==> config.mk <==
export PLATFORM = sky130hd
export DESIGN_NAME = lt_status_eval
export DESIGN_NICKNAME = d
export VERILOG_FILES = /design/src/rtl/lt_status_eval.sv
export SDC_FILE = /design/constraint.sdc
export NUM_CORES = 1
export LEC_CHECK = 0
export BUFFER_PORTS_ARGS = -buffer_cell sky130_fd_sc_hd__buf_4
export CAP_MARGIN = 20
export CORE_MARGIN = 1.5
export CORE_UTILIZATION = 35
export DETAILED_ROUTE_END_ITERATION = 10
export PLACE_DENSITY = 0.52
export SYNTH_ARGS = -nofsm -noshare
export SYNTH_HDL_FRONTEND = slang
export SYNTH_SLANG_ARGS = --single-unit
export TNS_END_PERCENT = 5
==> constraint.sdc <==
create_clock -name clk -period 5.9 [get_ports clk]
set_input_delay 0.59 -clock clk [delete_from_list [all_inputs] [get_ports clk]]
set_output_delay 0.59 -clock clk [all_outputs]
set_load 0.005 [all_outputs]
==> src/rtl/lt_status_eval.sv <==
module lt_status_eval #(
  parameter int LANES      = 4,
  parameter int CLK_PER_US = 250
) (
  input  logic              clk,
  input  logic              rst_n,
  input  logic [47:0]       status_bytes,
  input  logic [2:0]        lane_cnt,
  input  logic [7:0]        rd_interval,
  input  logic              phase_eq,
  input  logic              timer_start,
  output logic              cr_ok,
  output logic              eq_ok,
  output logic [8*LANES-1:0] train_set,
  output logic              timer_done
);
  localparam int SHORT_CR = 100 * CLK_PER_US;
  localparam int SHORT_EQ = 400 * CLK_PER_US;
  localparam int UNIT_4MS = 4000 * CLK_PER_US;
  localparam int MAX_WAIT = 255 * UNIT_4MS;
  localparam int CW       = $clog2(MAX_WAIT + 1);
  localparam int ADJ_BASE = 32;
  localparam int ALN_BIT  = 16;

  logic [LANES-1:0] cr_lane, eq_lane;

  for (genvar g = 0; g < LANES; g++) begin : g_lane
    localparam int NB = (g >> 1) * 8 + (g & 1) * 4;
    localparam int AB = ADJ_BASE + (g >> 1) * 8 + (g & 1) * 4;
    logic [3:0] nib;
    logic       act;
    assign nib = status_bytes[NB +: 4];
    assign act = 3'(g) < lane_cnt;
    assign cr_lane[g] = !act || nib[0];
    assign eq_lane[g] = !act || (&nib[2:0]);
    assign train_set[8*g +: 8] = {3'b000, status_bytes[AB+2 +: 2], 1'b0, status_bytes[AB +: 2]};
  end

  assign cr_ok = &cr_lane;
  assign eq_ok = status_bytes[ALN_BIT] && (&eq_lane);

  logic [CW-1:0] wait_len, cnt;
  logic          busy;

  always_comb begin
    if (rd_interval == 8'd0) wait_len = phase_eq ? CW'(SHORT_EQ) : CW'(SHORT_CR);
    else                     wait_len = CW'(rd_interval) * CW'(UNIT_4MS);
  end

  always_ff @(posedge clk) begin
    if (!rst_n) begin
      cnt        <= '0;
      busy       <= 1'b0;
      timer_done <= 1'b0;
    end else if (timer_start) begin
      cnt        <= wait_len - CW'(1);
      busy       <= 1'b1;
      timer_done <= 1'b0;
    end else if (busy) begin
      if (cnt == '0) begin
        busy       <= 1'b0;
        timer_done <= 1'b1;
      end else begin
        cnt        <= cnt - CW'(1);
        timer_done <= 1'b0;
      end
    end else begin
      timer_done <= 1'b0;
    end
  end

  a_r8_single_pulse: assert property (@(posedge clk) disable iff (!rst_n)
    timer_done |=> !timer_done);
  a_r9_start_clears: assert property (@(posedge clk) disable iff (!rst_n)
    timer_start |=> !timer_done);
  a_r10_done_from_run: assert property (@(posedge clk) disable iff (!rst_n)
    $rose(timer_done) |-> $past(busy));
  a_r3_eq_needs_align: assert property (@(posedge clk) disable iff (!rst_n)
    eq_ok |-> status_bytes[ALN_BIT]);
  a_r4_eq_implies_cr: assert property (@(posedge clk) disable iff (!rst_n)
    eq_ok |-> cr_ok);
  a_r5_spare_bits: assert property (@(posedge clk) disable iff (!rst_n)
    train_set[7:5] == 3'b000 && train_set[2] == 1'b0);
endmodule

==> metrics.yaml <==
sta:
  finalHoldViolations: 0
  finalSetupViolCount: 0
  slew-limit-headroom: 0.404
  period_share: 0.826
  min_period_ns: 4.88
  setup_ws_ns: 1.02
  fin_setup_tns_ns: 0
  skew_ns: 0.00779
  finalMaxSlewViolations: 0
  tightestPinTransition_ns: 0.886
  timing.fmax_mhz: 205
  rsz0062_at_grt: "no"
global_route:
  antenna_found_initial: 0
  grt_pass1_wl_um: 18500
  gr-usage-all-layers: 0.178
  grt_max_degree: 44
  grt_overflow_total: 0
  grt_pass1_vias: 3807
clock_network:
  post_cts_buffers: 0
  clk_path_buf_depth: 2
  root_buffer: "clkbuf_16"
  postCtsHoldBufs: 0
  cts_tree: "done"
  cts.htree.levels: 2
  cts_buffers: 5
  clk_pin_slew_ns: 0.05
  worstSkewPairLatency_ns: 0.28
  ctsResizeCount: 0
  clkSinkCount: 30
min_path:
  worstHoldPathCells: 2
  hp-start: "cnt[17]"
  hp-class: "register to register"
power_and_ir_drop:
  p_per_area_mw_per_mm2: 285
  ir_drop_mv: 0.106
  leakagePower_nw: 2.07
place:
  dp_hpwl_um: 8930
  place_ws_ns: 0.752
  gp_congestion: 0.779
  port_buffers: 30
  place_inst: 715
  placed_cell_area_sq_mm: 0.00454
layout:
  fillers: 1276
  syn_to_final_growth_pct: 8.16
  diodes: 0
  fin_cells: 724
  mostFrequentLayoutCell: "ha_1"
  drive_gt1_frac: 0.104
  final_cell_area_sq_mm: 0.00469
  layout_common_cells: "ha_1 (59), inv_1 (51), nand2_1 (44), nor2_1 (41), a21oi_1 (34)"
  nets: 694
floorplanning:
  fp.coreArea_sq_mm: 0.0121
  io_pins: 98
  die_w_um: 114
  row_count: 40
  dieHeight_um: 114
  start_util: 0.360
  dieArea_sq_mm: 0.0131
setup_path:
  startpoint_type: "input pin"
  r2r_cells: 8
  cp.depth: 16
  endpoint_kind: "register"
  cp_top_family: "adder cells"
  crit_fanout: 17
  crit_type: "input pin to register"
  arrival_ns: 5.00
  critPathMostFrequentCell: "fa_1"
  critical_path_required_ns: 6.03
  worst-path-buf-inv: 3
  critPathSlowestCell: "fa_1"
  cp-startpoint: "rd_interval[4]"
  crit_chain: "buf_4 -> fa_1 -> ha_1 -> inv_1 -> fa_1 -> fa_1 -> inv_1 -> ha_1 -> a21oi_1 -> o21ai_0 -> o211a_1 -> or3_1 -> a41oi_2 -> nor3b_2 -> a311o_1 -> o311ai_1"
  cpPeakStageDelay_ns: 0.55
  reg2reg_from: "cnt[3]"
yosys:
  synth_area_sq_mm: 0.00434
  avgSynthCellArea_sq_um: 7.91
  ys_types: 81
  yosysWarnings: 0
  synth_edf_count: 0
  ys_seq_elements: 30
  synth_cells: 549
  async_reset_ff_frac: 0
  ys_seq_area_frac: 0.138
  synth_flop_cell: "dfxtp_1"
drt:
  routedWlPerCell_um: 15.7
  drtIter0Drc: 130
  via_per_inst: 5.46
  ant_nets: 0
  wl_um: 11400
  drt-pass1-iter-count: 4
  vias: 3956
  remaining_drc_errors: 0
run:
  maxCapViolCount: 0
status:
  status: "finished clean"
## flip-flops by register name, indices dropped and copies added (netlist names)
signal	count
timer_done	1
cnt	28
busy	1
## cell usage after synthesis (all sizes together), types with 2 or more instances
| master | count | area, sq um |
|---|---|---|
| o211ai | 7 | 66.3 |
| o2bb2ai | 2 | 17.5 |
| nor3b | 2 | 20.0 |
| and3b | 2 | 17.5 |
| o211a | 2 | 20.0 |
| clkbuf | 11 | 41.3 |
| xnor2 | 15 | 131 |
| and2 | 5 | 31.3 |
| and4 | 3 | 26.3 |
| a21boi | 3 | 22.5 |
| inv | 52 | 195 |
| dfxtp | 30 | 601 |
| o31ai | 4 | 30.0 |
| nor4 | 10 | 92.6 |
| buf | 37 | 263 |
| and3 | 7 | 48.8 |
| nand4 | 13 | 87.6 |
| mux2i | 2 | 20.0 |
| xor2 | 9 | 78.8 |
| nor3 | 15 | 75.1 |
| nand2 | 44 | 165 |
| a221oi | 2 | 23.8 |
| nand3b | 2 | 15.0 |
| or3 | 7 | 48.8 |
| o311ai | 3 | 26.3 |
| a311oi | 3 | 32.5 |
| nor2 | 42 | 160 |
| nand4b | 2 | 32.5 |
| o21ai | 25 | 125 |
| a21oi | 35 | 179 |
| a211oi | 7 | 52.6 |
| and4b | 2 | 20.0 |
| or4 | 2 | 15.0 |
| ha | 59 | 738 |
| nand2b | 2 | 12.5 |
| o21a | 3 | 22.5 |
| o2111ai | 3 | 26.3 |
| fa | 17 | 340 |
| nor2b | 6 | 37.5 |
| o41ai | 2 | 25.0 |
| a31oi | 9 | 68.8 |
| nand3 | 21 | 105 |
## power breakdown
part	switching [mW]	internal, mW
Clock	0.0879	0.167
Combinational	0.483	0.337
Sequential	0.0291	0.236
## worst reg2reg max path, cell delays in order (launching register included)
cell and delay (ns):
dfxtp_1 0.35, nor4_1 0.43, nand2_1 0.20, o31ai_1 0.63, nand2_1 0.60, nand2_1 0.43
inv_1 0.13, o211ai_1 0.11, nand3_1 0.08
## metrics by stage
| stage | util | power (mW) | hold slack, ns |
|---|---|---|---|
| floorplan | - | 0.912 | 0.440 |
| global placement | 0.376 | 1.08 | 0.460 |
| detailed placement | 0.376 | 1.09 | 0.467 |
| CTS | 0.388 | 1.35 | 0.474 |
| global route | 0.389 | 1.47 | 0.501 |
| finish | 0.389 | 1.34 | 0.471 |
## kinds of logic after synthesis
kind of cell / synth area share
buf+inv: 0.115
compound gates: 0.209
other cells: 0.000864
flops: 0.138
simple gates: 0.233
fa+ha+maj: 0.248
mux: 0.00721
xor+xnor: 0.0484
## area by class of cell
class	instances	area (sq um)	share of cell area
Clock inverter	1	5.00	0.00107
Sequential cell	30	601	0.128
Timing Repair Buffer	32	244	0.0520
Tap cell	168	210	0.0448
Inverter	52	195	0.0416
Clock buffer	7	143	0.0304
Multi-Input combinational cell	434	3300	0.702
## per-layer routing
metal | GRT usage | vias to the layer above | share of wire
met5 | 0 | - | 0
met3 | 0.0164 | 16 | 0.032
met2 | 0.317 | 103 | 0.47
met4 | 0.0458 | 0 | 0.023
met1 | 0.231 | 1884 | 0.47
li1 | - | 1953 | -
## path summary, 6_finish.rpt
path                                 to  slack [ns]
worst max register to register  cnt[24]        2.83
worst max-delay path            cnt[26]        1.02
worst min-delay path            cnt[17]        0.47
worst min register to register  cnt[17]        0.47
Power figures use the tool's default switching activity.
